### src/rtl/fstk_pkg.sv
// Shared definitions for the register stack: command strobe positions,
// the decoded operation type and the tag encodings.
package fstk_pkg;
    localparam int NUM_CMD = 10;
    // Strobe positions in the request vector; lower index wins.
    localparam int C_INIT   = 0;
    localparam int C_PUSH   = 1;
    localparam int C_POP    = 2;
    localparam int C_INC    = 3;
    localparam int C_DEC    = 4;
    localparam int C_FREE   = 5;
    localparam int C_STORE  = 6;
    localparam int C_STOREP = 7;
    localparam int C_LOAD   = 8;
    localparam int C_XCHG   = 9;

    typedef enum logic [3:0] {
        OP_IDLE, OP_INIT, OP_PUSH, OP_POP, OP_INC, OP_DEC,
        OP_FREE, OP_STORE, OP_STOREP, OP_LOAD, OP_XCHG
    } op_e;

    localparam logic [1:0] TAG_VALID = 2'b00;
    localparam logic [1:0] TAG_EMPTY = 2'b11;
endpackage

### src/rtl/fstk_cmd_sel.sv
// Command selector: turns the strobe vector into a single operation.
// Assumes strobe bit b maps to operation b+1 of op_e. A lower bit index has
// higher priority.
module fstk_cmd_sel
    import fstk_pkg::*;
(
    input  logic [NUM_CMD-1:0] req,
    output op_e                op
);
    // Priority pick: scan from lowest priority up so the strongest strobe wins.
    always_comb begin
        op = OP_IDLE;
        for (int b = NUM_CMD - 1; b >= 0; b--) begin
            if (req[b]) op = op_e'(4'(b + 1));
        end
    end
endmodule

### src/rtl/fstk_top_ptr.sv
// Top-of-stack pointer register. Moves modulo the stack depth, which must be
// a power of two so that plain wrap-around arithmetic gives the modulo.
module fstk_top_ptr
    import fstk_pkg::*;
#(
    parameter  int DEPTH = 8,
    localparam int PTR_W = $clog2(DEPTH)
) (
    input  logic             clk,
    input  logic             rst_n,
    input  op_e              op,
    output logic [PTR_W-1:0] top
);
    logic [PTR_W-1:0] top_nx;

    // Next pointer: pushes and loads go down, pops go up.
    always_comb begin
        case (op)
            OP_INIT:                   top_nx = '0;
            OP_PUSH, OP_LOAD, OP_DEC:  top_nx = top - 1'b1;
            OP_POP, OP_STOREP, OP_INC: top_nx = top + 1'b1;
            default:                   top_nx = top;
        endcase
    end

    // Pointer register with synchronous reset to zero.
    always_ff @(posedge clk) begin
        if (!rst_n) top <= '0;
        else        top <= top_nx;
    end
endmodule

### src/rtl/fstk_slots.sv
// Slot storage: data and tag for each physical slot. Each slot works out its
// own next value from the current operation, the pointer and the logical index.
// Assumes DEPTH is a power of two. Every source value is read from registered
// state, so a load or exchange always sees the values from before the edge.
module fstk_slots
    import fstk_pkg::*;
#(
    parameter  int DEPTH  = 8,
    parameter  int DATA_W = 64,
    localparam int PTR_W  = $clog2(DEPTH)
) (
    input  logic                clk,
    input  logic                rst_n,
    input  op_e                 op,
    input  logic [PTR_W-1:0]    top,
    input  logic [PTR_W-1:0]    idx,
    input  logic [DATA_W-1:0]   push_data,
    output logic [2*DEPTH-1:0]  tag_flat,
    output logic [DATA_W-1:0]   top_data
);
    logic [DATA_W-1:0] rd_data [DEPTH];
    logic [1:0]        rd_tag  [DEPTH];
    logic [PTR_W-1:0]  dst;
    logic [PTR_W-1:0]  below;
    logic [DATA_W-1:0] cur_d, dst_d;
    logic [1:0]        cur_t, dst_t;

    assign dst      = top + idx;
    assign below    = top - 1'b1;
    assign cur_d    = rd_data[top];
    assign cur_t    = rd_tag[top];
    assign dst_d    = rd_data[dst];
    assign dst_t    = rd_tag[dst];
    assign top_data = cur_d;

    for (genvar k = 0; k < DEPTH; k++) begin : g_slot
        localparam logic [PTR_W-1:0] SLOT = PTR_W'(k);
        logic [DATA_W-1:0] d_q, d_nx;
        logic [1:0]        t_q, t_nx;

        // Next-state for one slot under the current operation.
        always_comb begin
            d_nx = d_q;
            t_nx = t_q;
            case (op)
                OP_INIT: t_nx = TAG_EMPTY;
                OP_PUSH: if (SLOT == below) begin
                    d_nx = push_data;
                    t_nx = TAG_VALID;
                end
                OP_POP:  if (SLOT == top) t_nx = TAG_EMPTY;
                OP_FREE: if (SLOT == dst) t_nx = TAG_EMPTY;
                OP_STORE, OP_STOREP: begin
                    if (SLOT == dst) begin
                        d_nx = cur_d;
                        t_nx = cur_t;
                    end
                    if (op == OP_STOREP && SLOT == top) t_nx = TAG_EMPTY;
                end
                OP_LOAD: if (SLOT == below) begin
                    d_nx = dst_d;
                    t_nx = dst_t;
                end
                OP_XCHG: begin
                    if (SLOT == top) begin
                        d_nx = dst_d;
                        t_nx = dst_t;
                    end else if (SLOT == dst) begin
                        d_nx = cur_d;
                        t_nx = cur_t;
                    end
                end
                default: ;
            endcase
        end

        // Slot registers, cleared by reset.
        always_ff @(posedge clk) begin
            if (!rst_n) begin
                d_q <= '0;
                t_q <= TAG_EMPTY;
            end else begin
                d_q <= d_nx;
                t_q <= t_nx;
            end
        end

        assign rd_data[k]         = d_q;
        assign rd_tag[k]          = t_q;
        assign tag_flat[2*k +: 2] = t_q;
    end
endmodule

### src/rtl/fp_reg_stack.sv
// Floating-point register stack controller. It takes single-cycle command
// strobes and keeps a rotating top pointer, per-slot tags and slot data.
// Assumes the caller normally raises one strobe per cycle. Extra strobes are
// resolved by fixed priority. Reset is synchronous and active low.
module fp_reg_stack
    import fstk_pkg::*;
#(
    parameter  int DEPTH  = 8,
    parameter  int DATA_W = 64,
    localparam int PTR_W  = $clog2(DEPTH)
) (
    input  logic               clk,
    input  logic               rst_n,
    input  logic               init_i,
    input  logic               push_i,
    input  logic               pop_i,
    input  logic               inc_i,
    input  logic               dec_i,
    input  logic               free_i,
    input  logic               store_i,
    input  logic               storep_i,
    input  logic               load_i,
    input  logic               xchg_i,
    input  logic [PTR_W-1:0]   slot_i,
    input  logic [DATA_W-1:0]  push_data_i,
    output logic [PTR_W-1:0]   top_o,
    output logic [2*DEPTH-1:0] tags_o,
    output logic [DATA_W-1:0]  top_data_o
);
    logic [NUM_CMD-1:0] req;
    op_e                op;

    // Gather the strobes into priority order.
    always_comb begin
        req           = '0;
        req[C_INIT]   = init_i;
        req[C_PUSH]   = push_i;
        req[C_POP]    = pop_i;
        req[C_INC]    = inc_i;
        req[C_DEC]    = dec_i;
        req[C_FREE]   = free_i;
        req[C_STORE]  = store_i;
        req[C_STOREP] = storep_i;
        req[C_LOAD]   = load_i;
        req[C_XCHG]   = xchg_i;
    end

    fstk_cmd_sel u_sel (
        .req (req),
        .op  (op)
    );

    fstk_top_ptr #(.DEPTH(DEPTH)) u_ptr (
        .clk   (clk),
        .rst_n (rst_n),
        .op    (op),
        .top   (top_o)
    );

    fstk_slots #(.DEPTH(DEPTH), .DATA_W(DATA_W)) u_slots (
        .clk       (clk),
        .rst_n     (rst_n),
        .op        (op),
        .top       (top_o),
        .idx       (slot_i),
        .push_data (push_data_i),
        .tag_flat  (tags_o),
        .top_data  (top_data_o)
    );
endmodule

### config.mk
export PLATFORM = sky130hd
export DESIGN_NAME = fp_reg_stack
export DESIGN_NICKNAME = d
export VERILOG_FILES = /design/src/rtl/fstk_pkg.sv /design/src/rtl/fstk_cmd_sel.sv /design/src/rtl/fstk_top_ptr.sv /design/src/rtl/fstk_slots.sv /design/src/rtl/fp_reg_stack.sv
export SDC_FILE = /design/constraint.sdc
export NUM_CORES = 2
export LEC_CHECK = 0
export BUFFER_PORTS_ARGS = -buffer_cell sky130_fd_sc_hd__buf_2
export CORE_ASPECT_RATIO = 1.4
export CORE_MARGIN = 4
export CORE_UTILIZATION = 45
export CTS_BUF_LIST = sky130_fd_sc_hd__clkbuf_16
export DETAILED_ROUTE_END_ITERATION = 16
export PLACE_DENSITY = 0.64
export RECOVER_POWER = 25
export SLEW_MARGIN = 10
export SYNTH_ARGS = -nofsm -noshare
export SYNTH_HDL_FRONTEND = slang
export SYNTH_SLANG_ARGS = --single-unit
### constraint.sdc
create_clock -name clk -period 11.2 [get_ports clk]
set_clock_uncertainty 0.2 [all_clocks]
set_input_delay 1.12 -clock clk [delete_from_list [all_inputs] [get_ports clk]]
set_output_delay 1.12 -clock clk [all_outputs]
set_load 0.005 [all_outputs]
==> impl.org <==
** Power
- For this design the static power due to leakage is ~0.017 µW.
- IR analysis of the VDD net gives a maximum drop of about 0.12 mV.
- Power spread over the standard cell area amounts to ~140 nW/µm².

** Logic synthesis
- Syn nets :: slightly above 5000
- Area share of the leading cell type in the synthesized netlist :: 0.256
- Number of synthesis warnings :: 0
- In the synthesized netlist the dominant register cell turns out to be dfxtp_1.
- After synthesis the cells add up to about 42000 µm².
- Synthesis produced a netlist whose cell count is between 5000 and 6000.
- In this run, synthesis produced a sequential element count of between 500 and 600.
- Top cell type by total area after synthesis :: dfxtp_1
- By count the netlist is led by nand2_1 (947), a21oi_1 (556), dfxtp_1 (531), clkbuf_1 (439), o21ai_0 (407).
- Share of synthesized flip-flops with an asynchronous set or reset :: 0
- Dividing the synthesized area by the synthesized cell count gives 8.21 µm².
- Number of synthesized flops with an enable pin :: 0
- Most common cell in the synthesized netlist :: nand2_1
- Main area contributors after synthesis :: dfxtp_1 (26%), o311a_1 (9.2%), nand2_1 (8.6%)
- For this run, the register share of the synthesized area comes to 0.256.
- Distinct cells, synth :: 71

** STA
- Number of setup violations in the final report :: 0
- Shortest period the worst path allows :: just under 9000 ps
- The final count of pins violating max slew was 468.
- Hold violation total from the final report :: 0
- Maximum clock rate :: between 0.1 and 0.15 GHz
- Final worst path period share :: 0.783
- Fin worst setup slack :: roughly 2400 ps
- Accumulated negative setup slack :: 0 ps
- Slew at the pin with the worst max-slew slack :: 4040 ps
- RSZ-0062 raised after global routing :: false
- Worst relative slew slack :: -1.70

** Route
- The final layout contains routed wiring with a total length of between 150000 and 200000 µm.
- Iteration count of the initial detailed-routing pass :: 6
- Metal1 wirelength :: 70500 µm
- The count of nets left with antenna violations once routing finished came out at 0.
- Via density per instance :: between 7 and 8
- The routed layout has between 40000 and 50000 vias.
- Violation count after the first detailed-route iteration :: 7052
- Wire length on met3 :: 25100 µm
- In the routed design, unresolved DRC markers number 0.
- After detailed routing, the average wire length per cell comes to around 32 µm.
- The highest layer touched by signal routing is met4.
- Met2 Wirelength :: 83000 µm

** Setup path
- CP most frequent cell :: clkbuf_1
- Slowest stage cell on the critical path :: clkbuf_1
- Worst setup path class :: reg2reg
- Worst Setup SP :: u_ptr.top[0]
- The worst register-to-register path begins at u_ptr.top[0].
- CP Data Arrival Time :: a little over 9000 ps
- Along the worst path, the maximum fanout reaches 45.
- Worst reg2reg path endpoint :: u_slots.g_slot[4].d_q[34]
- At the worst endpoint, the required time is about 12000 ps.
- For the worst flop-to-flop path, the logic depth is 10.
- Destination of the critical timing path :: u_slots.g_slot[4].d_q[34]
- Worst-case register-to-register setup slack :: 2440 ps
- The signal on the critical path passes through clkbuf_1 > ha_4 > fa_4 > xnor3_1 > clkbuf_1 > or3_4 > buf_4 > nand2_1 > a21oi_1 > o311a_1.
- Crit start category :: flip-flop
- Maximum cell stage delay along the critical path :: between 2000 and 2500 ps
- Capturing element type of the critical path :: flip-flop

** Clocking
- The number of setup buffers added after CTS is 0.
- CTS clk-pin slew, worst paths :: ~70 ps
- The H-tree was split into 2 levels.
- The root buffer cell chosen for the clock tree is clkbuf_16.
- Hold repair after CTS inserted 0 buffers.
- Count of clock tree sinks :: approximately 530
- Post-CTS repair changed the size of 0 cells.
- Clock tree from TritonCTS :: done
- The clock passes through at most 3 buffers.
- Clock latency on the worst-skew pair :: roughly 660 ps
- Number of buffers created by CTS :: 58

** GRT
- Initial antenna violation count :: 9
- In the global route stage, overall resource usage came out at 0.373.
- The total overflow left after global routing is 0.
- The number of global-route vias before repair came to approximately 43000.
- Pin count of the biggest net entering global routing :: 194
- Wire length of the first global-routing pass :: 281000 µm

** Flow run
- Max-Cap Viols :: 14

** Die
- The initialized floorplan defines between 100 and 150 standard-cell rows.
- Vertical extent of the die :: about 370 µm
- The die covers 97400 µm².
- Top-Level Pins :: approximately 160
- Initial standard-cell utilization of the core :: 0.455
- In this run the standard cell core region covers roughly 90000 µm².
- From left edge to right edge, the die measures approximately 260 µm.

** Cells and area
- Sequential standard cell area :: roughly 11000 µm²
- Share of the core filled with cells in the final layout :: 0.486
- Filler instances :: 8826
- Summing all multi-input logic gate instances after layout gives slightly below 30000 µm².
- In the final design database the tool counted roughly 4900 nets.
- Ratio of cells with drive above 1 in the final layout :: 0.135
- Compared with the post-synthesis result, the final layout area differs by 6.96%.

** Run status
- The final reports fail on max-capacitance violations, max-slew violations.
- Result of the run :: complete, but fails checks

** Placed design
- Half-perimeter wire length after detailed placement :: approximately 100000 µm
- Number of port buffers :: roughly 160
- The congestion estimate from routability-driven global placement came to roughly 0.93.
- Prior to clock tree synthesis, the placed netlist has a worst setup slack of 5390 ps.

** Worst hold path
- The min-delay analysis places its worst path in the category reg2reg.
[worst max-delay path: cells and delay by family, from the launching register on]
family / cells / cell delay, ps
AND/OR/NAND/NOR: 2 / 790
adder cells (fa/ha/maj): 2 / 550
AO/OA/AOI/OAI: 2 / 360
XOR/XNOR: 1 / 1630
flip-flops: 1 / 300
buffers and inverters: 3 / 4710
[sequential cells by signal (all words and copies together) (netlist names)]
signal / flops
u_ptr.top: 3
u_slots.g_slot.t_q: 16
u_slots.g_slot.d_q: 512
[metrics by stage]
| stage | cell area (µm²) | hold WS [ps] | total power [µW] | instances |
|---|---|---|---|---|
| after floorplan | 41600 | 271 | 3550 | 5065 |
| after global placement | 42900 | 290 | 4200 | 5959 |
| after detailed placement | 42900 | 294 | 4230 | 5959 |
| after CTS | 44600 | 307 | 6070 | 6062 |
| after global routing | 44500 | 326 | 6320 | 6067 |
| final | 44500 | 314 | 6160 | 6071 |
[worst min path at each step]
| stage | cells past startpoint | startpoint | end | slack, ps |
|---|---|---|---|---|
| 2_1_floorplan | 2 | u_slots.g_slot[3].t_q[0] | u_slots.g_slot[3].t_q[0] | 270 |
| 3_3_place_gp | 2 | u_slots.g_slot[3].t_q[0] | u_slots.g_slot[3].t_q[0] | 290 |
| 3_5_place_dp | 2 | u_slots.g_slot[3].t_q[0] | u_slots.g_slot[3].t_q[0] | 290 |
| 4_1_cts | 2 | u_slots.g_slot[3].t_q[0] | u_slots.g_slot[3].t_q[0] | 310 |
| 5_1_grt | 2 | u_slots.g_slot[3].t_q[0] | u_slots.g_slot[3].t_q[0] | 330 |
| 6_report | 2 | u_slots.g_slot[3].t_q[0] | u_slots.g_slot[3].t_q[0] | 310 |
[cells in the final DEF (no fill, tap or decap), drive strengths merged, types with 4 or more instances in the layout]
cell	instances
mux2	57
nor2b	9
a21o	387
buf	233
inv	39
o32a	15
nand2	947
mux4	148
ha	9
a2bb2oi	111
a221oi	54
o22ai	5
nand2b	69
o21a	6
a22o	54
clkbuf	91
nand3	24
a41o	4
o21ai	424
clkinv	23
a211o	12
and2	24
a211oi	87
nand4	4
nor3	7
a21oi	557
or3	6
o311a	383
o211ai	42
diode	9
dfxtp	531
a22oi	8
a311oi	106
mux2i	302
nor2	46
[where the power goes]
part | internal [µW] | total [µW] | switching (µW)
Clock | 987 | 1870 | 887
Combinational | 758 | 2090 | 1330
Sequential | 2040 | 2200 | 158
Total | 3780 | 6160 | 2380
[area by class of cell]
class	count	share of cell area
flip-flops and latches	531	0.239
inverters	21	0.00189
repair buffers	265	0.0349
diodes	9	0.000506
clock buffers	59	0.0332
multi-input cells	3945	0.652
clock inverters	44	0.00521
well taps	1197	0.0337
[cells by family (layout without fill, tap and decap cells)]
kind of cell | Yosys count | count (layout) | share of synthesized area
AO/OA/AOI/OAI | 2278 | 2278 | 0.402
XOR/XNOR | 5 | 5 | 0.00175
adder cells (fa/ha/maj) | 10 | 10 | 0.00319
buffers and inverters | 589 | 389 | 0.0560
flip-flops | 531 | 531 | 0.256
multiplexers | 507 | 507 | 0.168
other | 0 | 9 | 0
AND/OR/NAND/NOR | 1145 | 1145 | 0.113
[layer usage]
layer,GRT usage,vias to the layer above
met4,0.242,0
li1,-,19000
met2,0.562,3722
met5,0,-
met3,0.104,1006
met1,0.466,21800
No activity file was read; power rests on OpenSTA's default activity.
